$ cat src/rtl/eqc_pkg.sv
package eqc_pkg;
  localparam int BOOST_W_DEF = 3;
  localparam int AMP_W_DEF   = 2;
  localparam logic [AMP_W_DEF-1:0] AMP_RST = 2'b10;

  typedef enum logic {
    ST_STANDBY = 1'b0,
    ST_ACTIVE  = 1'b1
  } dev_state_e;
endpackage

$ cat src/rtl/eqc_boost_sel.sv
module eqc_boost_sel #(
  parameter int NUM_DATA = 3,
  parameter int BOOST_W  = 3
) (
  input  logic                        clk,
  input  logic                        rst,
  input  logic                        force_pin_i,
  input  logic [BOOST_W-1:0]          pin_code_i,
  input  logic [NUM_DATA*BOOST_W-1:0] reg_codes_i,
  output logic [NUM_DATA*BOOST_W-1:0] codes_o
);
  for (genvar k = 0; k < NUM_DATA; k++) begin : g_lane
    logic [BOOST_W-1:0] code_q;

    always_ff @(posedge clk) begin
      if (rst) code_q <= '0;
      else if (force_pin_i) code_q <= pin_code_i;
      else code_q <= reg_codes_i[k*BOOST_W +: BOOST_W];
    end

    assign codes_o[k*BOOST_W +: BOOST_W] = code_q;


    pin_share_chk: assert property (@(posedge clk) disable iff (rst)
      force_pin_i |=> codes_o[k*BOOST_W +: BOOST_W] == $past(pin_code_i));

    reg_field_chk: assert property (@(posedge clk) disable iff (rst)
      !force_pin_i |=> codes_o[k*BOOST_W +: BOOST_W] == $past(reg_codes_i[k*BOOST_W +: BOOST_W]));
  end
endmodule

$ cat src/rtl/eqc_state_ctl.sv
module eqc_state_ctl
  import eqc_pkg::*;
#(
  parameter int NUM_CH = 4
) (
  input  logic              clk,
  input  logic              rst,
  input  logic              en_src_i,
  input  logic              en_pin_i,
  input  logic              standby_reg_i,
  input  logic [NUM_CH-1:0] lane_dis_i,
  output logic              active_o,
  output logic [NUM_CH-1:0] pwr_en_o
);
  dev_state_e        state_nxt, state_q;
  logic [NUM_CH-1:0] pwr_q;

  always_comb begin
    if (en_src_i) state_nxt = standby_reg_i ? ST_STANDBY : ST_ACTIVE;
    else          state_nxt = en_pin_i ? ST_ACTIVE : ST_STANDBY;
  end

  always_ff @(posedge clk) begin
    if (rst) begin
      state_q <= ST_STANDBY;
      pwr_q   <= '0;
    end else begin
      state_q <= state_nxt;
      pwr_q   <= {NUM_CH{state_nxt == ST_ACTIVE}} & ~lane_dis_i;
    end
  end

  assign active_o = (state_q == ST_ACTIVE);
  assign pwr_en_o = pwr_q;


  pin_state_chk: assert property (@(posedge clk) disable iff (rst)
    !en_src_i |=> active_o == $past(en_pin_i));

  reg_state_chk: assert property (@(posedge clk) disable iff (rst)
    en_src_i |=> active_o == !$past(standby_reg_i));

  standby_off_chk: assert property (@(posedge clk) disable iff (rst)
    !active_o |-> $countones(pwr_en_o) == 0);

  for (genvar c = 0; c < NUM_CH; c++) begin : g_ch

    lane_dis_chk: assert property (@(posedge clk) disable iff (rst)
      lane_dis_i[c] |=> !pwr_en_o[c]);
  end
endmodule

$ cat src/rtl/eqc_top.sv
module eqc_top
  import eqc_pkg::*;
#(
  parameter int NUM_DATA = 3,
  parameter int BOOST_W  = BOOST_W_DEF,
  parameter int AMP_W    = AMP_W_DEF,
  localparam int NUM_CH  = NUM_DATA + 1,
  localparam int BST_ALL = NUM_DATA * BOOST_W,
  localparam int STAT_W  = BST_ALL + NUM_CH + 1
) (
  input  logic               clk,
  input  logic               rst,
  input  logic [BOOST_W-1:0] boost_pin_i,
  input  logic               force_pin_i,
  input  logic               en_pin_i,
  input  logic               en_src_i,
  input  logic               standby_reg_i,
  input  logic [BST_ALL-1:0] boost_reg_i,
  input  logic [NUM_CH-1:0]  lane_dis_i,
  input  logic [AMP_W-1:0]   amp_reg_i,
  output logic [BST_ALL-1:0] boost_o,
  output logic [NUM_CH-1:0]  pwr_en_o,
  output logic               active_o,
  output logic [AMP_W-1:0]   amp_o,
  output logic [STAT_W-1:0]  status_o
);
  logic [AMP_W-1:0] amp_q;

  eqc_boost_sel #(.NUM_DATA(NUM_DATA), .BOOST_W(BOOST_W)) boost_sel_i (
    .clk         (clk),
    .rst         (rst),
    .force_pin_i (force_pin_i),
    .pin_code_i  (boost_pin_i),
    .reg_codes_i (boost_reg_i),
    .codes_o     (boost_o)
  );

  eqc_state_ctl #(.NUM_CH(NUM_CH)) state_ctl_i (
    .clk           (clk),
    .rst           (rst),
    .en_src_i      (en_src_i),
    .en_pin_i      (en_pin_i),
    .standby_reg_i (standby_reg_i),
    .lane_dis_i    (lane_dis_i),
    .active_o      (active_o),
    .pwr_en_o      (pwr_en_o)
  );

  always_ff @(posedge clk) begin
    if (rst) amp_q <= AMP_RST[AMP_W-1:0];
    else     amp_q <= amp_reg_i;
  end

  assign amp_o    = amp_q;
  assign status_o = {boost_o, pwr_en_o, active_o};


  amp_follow_chk: assert property (@(posedge clk) disable iff (rst)
    1'b1 |=> amp_o == $past(amp_reg_i));

  pwr_needs_active_chk: assert property (@(posedge clk) disable iff (rst)
    (|pwr_en_o) |-> active_o);
endmodule

$ cat config.mk
export PLATFORM = sky130hd
export DESIGN_NAME = eqc_top
export DESIGN_NICKNAME = d
export VERILOG_FILES = /design/src/rtl/eqc_pkg.sv /design/src/rtl/eqc_boost_sel.sv /design/src/rtl/eqc_state_ctl.sv /design/src/rtl/eqc_top.sv
export SDC_FILE = /design/constraint.sdc
export NUM_CORES = 1
export LEC_CHECK = 0
export BUFFER_PORTS_ARGS = -buffer_cell sky130_fd_sc_hd__buf_2
export CAP_MARGIN = 15
export CORE_MARGIN = 1
export CORE_UTILIZATION = 33
export CTS_CLUSTER_SIZE = 25
export DETAILED_ROUTE_END_ITERATION = 6
export HOLD_SLACK_MARGIN = 0.03
export PLACE_DENSITY_LB_ADDON = 0.1
export SYNTH_ARGS = -nofsm -noshare
export SYNTH_HDL_FRONTEND = slang
export SYNTH_SLANG_ARGS = --single-unit
$ cat constraint.sdc
create_clock -name clk -period 0.8 [get_ports clk]
set_clock_uncertainty 0.1 [all_clocks]
set_input_delay 0.04 -clock clk [delete_from_list [all_inputs] [get_ports clk]]
set_output_delay 0.04 -clock clk [all_outputs]
set_load 0.05 [all_outputs]
# Yosys cells after proc, flatten, opt, wreduce, memory -nomap -nowiden
# Cells that the tools add are included.
[totals] ff_bits=16 latchBits=0 mem_bits_rw=0 mem_bits_ro=0 inputBits=24 output_inout_bits=30 word_cells=14 mem_count=0
[classes] addsub=0 n_mul=0 n_div=0 n_lt_le_gt_ge=0 eq_ne=0 shifts=0 n_mux=6 bitwise_logic=2 n_reduce_logical=0
[ops] cell="3-bit two-way mux" count=3
[ops] cell="4-bit bitwise AND" count=1
[ops] cell="4-bit NOT" count=1
[ops] cell="1-bit two-way mux" count=3

# Depth between registers and ports, before layout
# Gate-level depths: netlist of the first run.
[logic_depth] word_depth=3 mapped_depth=3 mapped_depth_nobuf=2

# Modules after synthesis
# Synthesis of the first run repeated with hierarchy kept, for this count alone.
[unflattened] cells_unflattened=62 hier_area_um2=615.6
[by_module_without_submodules] module="eqc_boost_sel" instances=1 cells_per_inst=32 area_each_um2=307.8 seq_area_each_um2=180.2
[by_module_without_submodules] module="eqc_top" instances=1 cells_per_inst=18 area_each_um2=160.2 seq_area_each_um2=40.0
[by_module_without_submodules] module="eqc_state_ctl" instances=1 cells_per_inst=12 area_each_um2=147.6 seq_area_each_um2=100.1

# Least setup slack after synthesis of the first run
# No wires, ideal clock.
[synth_path] kind="reg-to-output" from="reg state_ctl_i.state_q (netlist: state_ctl_i.active_o)" to="out status_o[0]" arrival_ns=0.894 required_ns=0.660 setup_slack_ns=-0.234 path_stages_with_launch=2 n_path_buf=1 cell_sequence="dfxtp_1 buf_4"
[synth_lines] element="start: declaration" line_no="eqc_state_ctl.sv:15" text="dev_state_e state_nxt, state_q;"
[synth_lines] element="start signal: assignment" line_no="eqc_state_ctl.sv:28" text="state_q <= state_nxt;"
[synth_lines] element="end: declaration" line_no="eqc_top.sv:25" text="output logic [STAT_W-1:0] status_o"
# No word-level cell between the ends.

# Worst setup path after layout of the first run
[layout_path] from="reg boost_sel_i.g_lane[2].code_q[0]" to="out status_o[11]"
[layout_lines] element="start: declaration" line_no="eqc_boost_sel.sv:13" text="logic [BOOST_W-1:0] code_q;"
[layout_lines] element="start signal: assignment" line_no="eqc_boost_sel.sv:17" text="else if (force_pin_i) code_q <= pin_code_i;"
[layout_lines] element="start signal: assignment" line_no="eqc_boost_sel.sv:18" text="else code_q <= reg_codes_i[k*BOOST_W +: BOOST_W];"
# No word-level cell between the ends.

==> results.toml, run 1 <==
[job]
maxCapViolCount = 0

[setup_path]
crit_family = "flip-flops"
worst_ep_arrival_time_ns = 0.81
cp_max_fo = 2
worstPathCellList = "buf_8"
end_kind = "primary output"
cp_num_cells = 1
crit_required_ns = 0.66
critPathSlowestCell = "dfxtp_4"
path_buf_inv = 1
worst-setup-path-type = "reg -> out"
cp-start-kind = "flip-flop"
slowest_delay_ns = 0.38
cp-startpoint = "boost_sel_i.g_lane[2].code_q[0]"
endpoint = "status_o[11]"

[clock_network]
clockRootBuffer = "clkbuf_4"
htreeDepth = 1
cts-buffers-inserted = 3
clockBufferDepth = 2
clock_sinks = 16
ctsHoldBuffers = 12
post-cts-setup-buffers = 0
clkSlewWorstSetupHoldPaths_ns = 0.10
cts_tree = "yes"

[timing]
setup_viol = 30
worst_slew_pin_slew_ns = 0.374
fmax_mhz = 1050
hold_violations = 9
hold_slack_ns = -0.194
finalCriticalPeriod_ns = 0.949
worst_slack_ns = -0.149
slew_headroom = 0.750
slew_violations = 0
rsz0062_at_grt = "yes"
post-route-period-util = 1.19

[worst_hold_path]
min_path_type = "in -> reg"

[die]
die-area_um2 = 2220
ios = 54
initial_core_util = 0.368
die_h_um = 47.1
rows = 15
die_w_um = 47.1
coreArea_um2 = 1820

[routing]
ant_nets = 0
drc = 0
drt-initial-drc-count = 5
via_per_inst = 4.14
drtPass1Iterations = 3
vias = 584
avgRoutedWirePerCell_um = 11.3
routed_wl_um = 1600

[synthesis]
synth_edf_count = 0
syn-num-nets = 86
yosysTopAreaCell = "dfxtp_1"
synthCells = 62
seq_area_frac_synth = 0.478
syn-cell-area_um2 = 671
synth_flop_cell = "dfxtp_1"
synthTopCellsByArea = "dfxtp_1 48%, buf_4 16%, nand2b_4 14%"
yosysUniqueCellTypes = 13
ys_warn_count = 0
synth_top_area_frac = 0.478
synth_area_per_cell_um2 = 10.8
ys_seq_elements = 16
async_flop_share = 0

[grt]
grt_pass1_wl_um = 2210
globalRouteTotalUtil = 0.149
grt_max_degree = 13
grt_pass1_vias = 531
antenna_found_initial = 0
grt.overflow.total = 0

[final_layout]
final_nets = 141
drive_gt1_frac = 0.733
n_antenna_cell = 0
syn_to_final_growth_pct = 99.1

[placement]
place_congestion = 0.691
portBuffers = 53

[power_and_ir_drop]
leakage_nw = 0.613
power.total_w = 0.00219
ir_drop_mv = 1.01
power.density_nw_per_um2 = 1640

[status]
status = "finished with violations"
violations = "hold timing, setup timing"
## layer usage
layer	global-route usage	wire, um
met1	0.147	564
met4	0.0857	12
met5	0	0
met3	0.0269	100
met2	0.286	920
## layout make-up
type | count | area, um2
clock buffer | 4 | 36.3
fill | 144 | 485
multi-input combinational | 30 | 229
sequential | 16 | 375
tap | 25 | 31.3
timing repair buffer | 66 | 663
## power breakdown
part	internal [W]	switching [W]
Combinational	0.000349	0.000432
Clock	0.000277	0.000248
Sequential	0.000830	0.0000519
## cell usage after synthesis (2+ instances only)
| library cell | instances |
|---|---|
| nand2b_1 | 2 |
| dfxtp_1 | 16 |
| buf_4 | 14 |
| nand2b_4 | 7 |
| buf_6 | 2 |
| nand2_1 | 3 |
| a21oi_1 | 9 |
| nor4_1 | 4 |
## kinds of logic (layout without fill, tap and decap cells)
family                 Yosys count  count (layout)  synth area share
DFF                             16              16             0.478
buffers and inverters           16              70             0.190
AOI/OAI and AO/OA                9               9            0.0672
and+or+nand+nor                 21              21             0.265
## sequential cells by signal, indices dropped and copies added (netlist names)
signal                     count
boost_sel_i.g_lane.code_q      9
state_ctl_i.pwr_en_o           4
amp_o                          2
state_ctl_i.active_o           1
## worst min-delay path by stage
stage,endpoint,from,cells past startpoint
finish,state_ctl_i.pwr_en_o[1],lane_dis_i[1],2
global route,state_ctl_i.pwr_en_o[2],lane_dis_i[2],2
floorplan,state_ctl_i.pwr_en_o[0],lane_dis_i[0],1
CTS,state_ctl_i.pwr_en_o[1],lane_dis_i[1],2
detailed placement,state_ctl_i.pwr_en_o[1],lane_dis_i[1],2
global placement,state_ctl_i.pwr_en_o[0],lane_dis_i[0],2
## placed cells by master, fill, tap and decap left out, types with 2 or more instances in the layout
master | netlist | final
buf_6 | 2 | 8
a21oi_1 | 9 | 8
dfxtp_4 | 0 | 14
buf_8 | 0 | 22
dfxtp_2 | 0 | 2
nand2b_4 | 7 | 7
clkbuf_4 | 0 | 3
dlygate4sd3_1 | 0 | 12
nand2b_1 | 2 | 2
nor4_1 | 4 | 4
nand2_1 | 3 | 2
buf_2 | 0 | 23
## stage by stage
stage	util	std cells	instance area, um2	setup WS (ns)	setup TNS [ns]
3_5_place_dp	0.494	125	900	0.0361	0
2_1_floorplan	-	62	723	0.0228	0
4_1_cts	0.701	141	1280	-0.148	-4.25
6_report	0.733	141	1340	-0.149	-3.98
5_1_grt	0.733	141	1340	-0.167	-4.75
3_3_place_gp	0.494	125	900	0.0590	0
## repair_timing
action | 4_1_cts | 5_1_grt
hold endpoints to repair | 16 | 9
endpoints found under the setup margin | 30 | 34
resized for setup | 70 | 16
Note: power is estimated with default switching activity, not from simulation.
==> inputs of run 2 (changes only) <==
--- a/config.mk
+++ b/config.mk
@@ -13,6 +13,7 @@
 export DETAILED_ROUTE_END_ITERATION = 6
 export HOLD_SLACK_MARGIN = 0.03
 export PLACE_DENSITY_LB_ADDON = 0.1
+export REMOVE_ABC_BUFFERS = 1
 export SYNTH_ARGS = -nofsm -noshare
 export SYNTH_HDL_FRONTEND = slang
 export SYNTH_SLANG_ARGS = --single-unit
==> run 2 against run 1 <==
Compared with the run above:
- the flow still finishes with violations (hold timing, setup timing)
- clock-buffer cell count is the same
- sequential power grew 2%
- setup slack lost 0.016 ns
- critical path depth stayed put
- die area stayed put
- final area stayed put
- worst hold slack got worse by 0.0029 ns
- critical path type unchanged
- critical endpoint is now boost_o[3]
- largest cell class unchanged
==> results.toml, run 2 (synthesis results as in run 1) <==
[setup_path]
worstPathCellList = "buf_8"
crit_required_ns = 0.66
path_buf_inv = 1
cp-start-kind = "flip-flop"
worst_ep_arrival_time_ns = 0.82
cp_num_cells = 1
crit_family = "flip-flops"
critPathSlowestCell = "dfxtp_2"
worst-setup-path-type = "reg -> out"
slowest_delay_ns = 0.38
cp_max_fo = 2
end_kind = "primary output"

[status]
violations = "hold timing, setup timing"
status = "finished with violations"

[timing]
fmax_mhz = 1040
slew_violations = 0
finalCriticalPeriod_ns = 0.964
rsz0062_at_grt = "yes"
setup_viol = 30
hold_slack_ns = -0.197
post-route-period-util = 1.21
slew_headroom = 0.772
worst_slew_pin_slew_ns = 0.340
hold_violations = 7
worst_slack_ns = -0.164

[final_layout]
final_nets = 141
n_antenna_cell = 0
syn_to_final_growth_pct = 99.1
final_cell_mix = "26 x buf_8, 22 x buf_2, 13 x dlygate4sd3_1, 10 x dfxtp_2, 8 x a21oi_1"
drive_gt1_frac = 0.724
layout_commonest_cell = "buf_8"
top_register = "boost_sel_i.g_lane.code_q"
largest_reg_flops = 9

[die]
die_h_um = 47.1
initial_core_util = 0.368
die_w_um = 47.1
ios = 54
coreArea_um2 = 1820
rows = 15
die-area_um2 = 2220

[routing]
routed_wl_um = 1680
vias = 597
drc = 0
via_per_inst = 4.23
drtPass1Iterations = 2
drt-initial-drc-count = 1
avgRoutedWirePerCell_um = 11.9
ant_nets = 0

[worst_hold_path]
whs_path_depth = 2
min_path_type = "in -> reg"

[placement]
place_congestion = 0.656
portBuffers = 53
dp_hpwl_um = 965

[power_and_ir_drop]
power.density_nw_per_um2 = 1650
power.total_w = 0.00221
ir_drop_mv = 1.25
leakage_nw = 0.616

[clock_network]
clockBufferDepth = 2
clock_sinks = 16
clockRootBuffer = "clkbuf_4"
ctsHoldBuffers = 13
clkSlewWorstSetupHoldPaths_ns = 0.09
cts_tree = "yes"
post-cts-setup-buffers = 0
cts-buffers-inserted = 3
htreeDepth = 1

[grt]
grt_pass1_vias = 574
grt_pass1_wl_um = 2330
antenna_found_initial = 0
grt_max_degree = 13
grt.overflow.total = 0
globalRouteTotalUtil = 0.156

[job]
maxCapViolCount = 0
## run 2: cell types whose count changed in the layout (fill, tap and decap cells not counted), sizes merged
cell / change
buf: -1
dlygate4sd3: +1
## run 2: routing by layer
| metal | global-route usage | share of wire | up-vias |
|---|---|---|---|
| li1 | - | - | 300 |
| met1 | 0.165 | 0.34 | 268 |
| met2 | 0.286 | 0.60 | 27 |
| met3 | 0.0231 | 0.042 | 2 |
| met4 | 0.103 | 0.011 | 0 |
| met5 | 0 | 0 | - |
## run 2: worst paths after layout
kind | startpoint | to | slack, ns
setup / recovery | boost_sel_i.g_lane[1].code_q[0] | boost_o[3] | -0.16
hold / removal | lane_dis_i[1] | state_ctl_i.pwr_en_o[1] | -0.20
## run 2: repair_timing
action	CTS	global route
endpoints found under the setup margin	30	34
endpoints found under the hold margin	16	8
pin swaps	0	1
gates resized for setup	78	32
## run 2: cell type report
class                           count  area [um2]
Sequential cell                    16         355
Timing Repair Buffer               66         683
Clock buffer                        4        36.3
Tap cell                           25        31.3
Fill cell                         131         485
Multi-Input combinational cell     30         229
## run 2: metrics by stage
stage	setup TNS, ns	cells	utilization	area, um2	worst slack (ns)
floorplan	-6.97	46	-	543	-0.249
CTS	-4.16	142	0.675	1230	-0.148
finish	-4.03	141	0.733	1340	-0.164
detailed placement	0	125	0.465	847	0.0522
global route	-5.27	141	0.733	1340	-0.202
global placement	0	125	0.465	847	0.0745
## run 2: power breakdown
| group | switching, W | leakage, nW | total, W | internal [W] |
|---|---|---|---|---|
| Sequential | 0.0000560 | 0.139 | 0.000899 | 0.000843 |
| Clock | 0.000236 | 0.0210 | 0.000512 | 0.000277 |
| Combinational | 0.000435 | 0.456 | 0.000793 | 0.000358 |
==> inputs of run 3 (changes only) <==
--- a/config.mk
+++ b/config.mk
@@ -7,8 +7,10 @@
 export LEC_CHECK = 0
 export BUFFER_PORTS_ARGS = -buffer_cell sky130_fd_sc_hd__buf_2
 export CAP_MARGIN = 15
+export CELL_PAD_IN_SITES_DETAIL_PLACEMENT = 0
+export CELL_PAD_IN_SITES_GLOBAL_PLACEMENT = 2
 export CORE_MARGIN = 1
-export CORE_UTILIZATION = 33
+export CORE_UTILIZATION = 18
 export CTS_CLUSTER_SIZE = 25
 export DETAILED_ROUTE_END_ITERATION = 6
 export HOLD_SLACK_MARGIN = 0.03
==> run 3 against run 2 <==
Compared with the run above:
- the flow still finishes with violations (hold timing, setup timing)
- maximum frequency grew 6.6%
- power increased by 1.9%
- clock-buffer cell count is 1 lower
- sequential share of layout area increased by 0.76 points
- critical path depth unchanged
- sequential power is essentially flat
- final area decreased by 1.4%
- sequential cell count did not move
- critical path type unchanged
==> results.toml, run 3 (synthesis results as in run 1) <==
[grt]
top_usage_layer = "met2"
grtUsageMet2 = 0.155
antenna_found_initial = 0
grt_pass1_vias = 579
grt.overflow.total = 0
globalRouteTotalUtil = 0.0887
grtUsageMet3 = 0.0401
grt_max_degree = 13
grt_pass1_wl_um = 2660
grt_util_met1 = 0.0981

[final_layout]
n_antenna_cell = 0
final_cell_mix = "25 x buf_8, 17 x buf_2, 9 x a21oi_1, 9 x dlygate4sd3_1"
syn_to_final_growth_pct = 96.3
largest_reg_flops = 9
final_nets = 134
drive_gt1_frac = 0.713
multiInputGateArea_um2 = 223
final_area_um2 = 1320
fill_cells = 344
layout_commonest_cell = "buf_8"
final_cells = 154
top_register = "boost_sel_i.g_lane.code_q"
register_area_um2 = 360

[placement]
portBuffers = 53
post_dp_cell_area_um2 = 881
dp.cells = 147
place_congestion = 0.641
dp_slack_ns = 0.0602

[setup_path]
critPathSlowestCell = "dfxtp_2"
worst-setup-path-type = "reg -> out"
path_buf_inv = 1
cp-start-kind = "flip-flop"
worst_ep_arrival_time_ns = 0.76
worstPathCellList = "buf_6"
crit_required_ns = 0.66
slowest_delay_ns = 0.36
end_kind = "primary output"
cp_max_fo = 2
crit_family = "flip-flops"

[power_and_ir_drop]
p_seq_frac = 0.399
p_int_w = 0.00152
power_frac_comb = 0.341
pwr-share-clk = 0.260
ir_drop_mv = 1.27
p_sw_w = 0.000729
power.density_nw_per_um2 = 1710
swShare = 0.324
leakage_nw = 0.598

[die]
initial_core_util = 0.195
ios = 54
die_h_um = 63.0
die_w_um = 63.0
rows = 21
die-area_um2 = 3970
coreArea_um2 = 3440

[routing]
vias = 565
drt-initial-drc-count = 14
drtPass1Iterations = 4
via_per_inst = 3.67
ant_nets = 0
routed_wl_um = 1660
drc = 0
avgRoutedWirePerCell_um = 10.8

[clock_network]
clockBufferDepth = 2
cts_tree = "yes"
ctsHoldBuffers = 10
htreeDepth = 1
clock_sinks = 16
clkSlewWorstSetupHoldPaths_ns = 0.06
cts-buffers-inserted = 3
clockRootBuffer = "clkbuf_8"
post-cts-setup-buffers = 0

[status]
status = "finished with violations"
violations = "hold timing, setup timing"

[timing]
worst_slew_pin_slew_ns = 0.218
finalCriticalPeriod_ns = 0.905
slew_violations = 0
hold_slack_ns = -0.156
setup_viol = 30
hold_violations = 10
fmax_mhz = 1110
rsz0062_at_grt = "yes"
post-route-period-util = 1.13
worst_slack_ns = -0.105
slew_headroom = 0.853
fin_setup_tns_ns = -2.55

[job]
maxCapViolCount = 0

[worst_hold_path]
min_path_type = "in -> reg"
## run 3: cell count changes in the layout (fill, tap and decap cells not counted), sizes merged
cell,before,now
buf,53,49
clkbuf,4,3
dlygate4sd3,13,9
dlymetal6s4s,0,1
## run 3: routing by layer
layer | share of wire | wire, um
met1 | 0.41 | 685
met2 | 0.49 | 806
met3 | 0.089 | 147
met4 | 0.010 | 17
met5 | 0 | 0
## run 3: final timing paths
path / start / end / cells past startpoint / slack [ns]
worst min-delay path: lane_dis_i[1] / state_ctl_i.pwr_en_o[1] / 2 / -0.16
worst max-delay path: state_ctl_i.pwr_en_o[3] / pwr_en_o[3] / 1 / -0.10
## run 3: layout make-up
type | instances | area share
repair buffers | 59 | 0.482
flip-flops and latches | 16 | 0.274
multi-input cells | 30 | 0.169
well taps | 46 | 0.0437
clock buffers | 3 | 0.0314
## run 3: timing repair
item | in CTS | in global routing
resized for setup | 80 | 30
pin swaps | 0 | 1
setup endpoints to repair | 30 | 38
hold endpoints to repair | 16 | 13
## run 3: power by group through the flow
stage               Clock [W]  Combinational, W  Sequential (W)
floorplan                   0         0.0000750         0.00120
global placement            0          0.000583        0.000881
detailed placement          0          0.000578        0.000882
CTS                  0.000632          0.000732        0.000899
global route         0.000651          0.000798        0.000904
finish               0.000583          0.000766        0.000897
## run 3: per-stage QoR
| stage | power, W | utilization |
|---|---|---|
| global placement | 0.00146 | 0.256 |
| global route | 0.00235 | 0.382 |
| floorplan | 0.00128 | - |
| finish | 0.00225 | 0.382 |
| CTS | 0.00226 | 0.362 |
| detailed placement | 0.00146 | 0.256 |
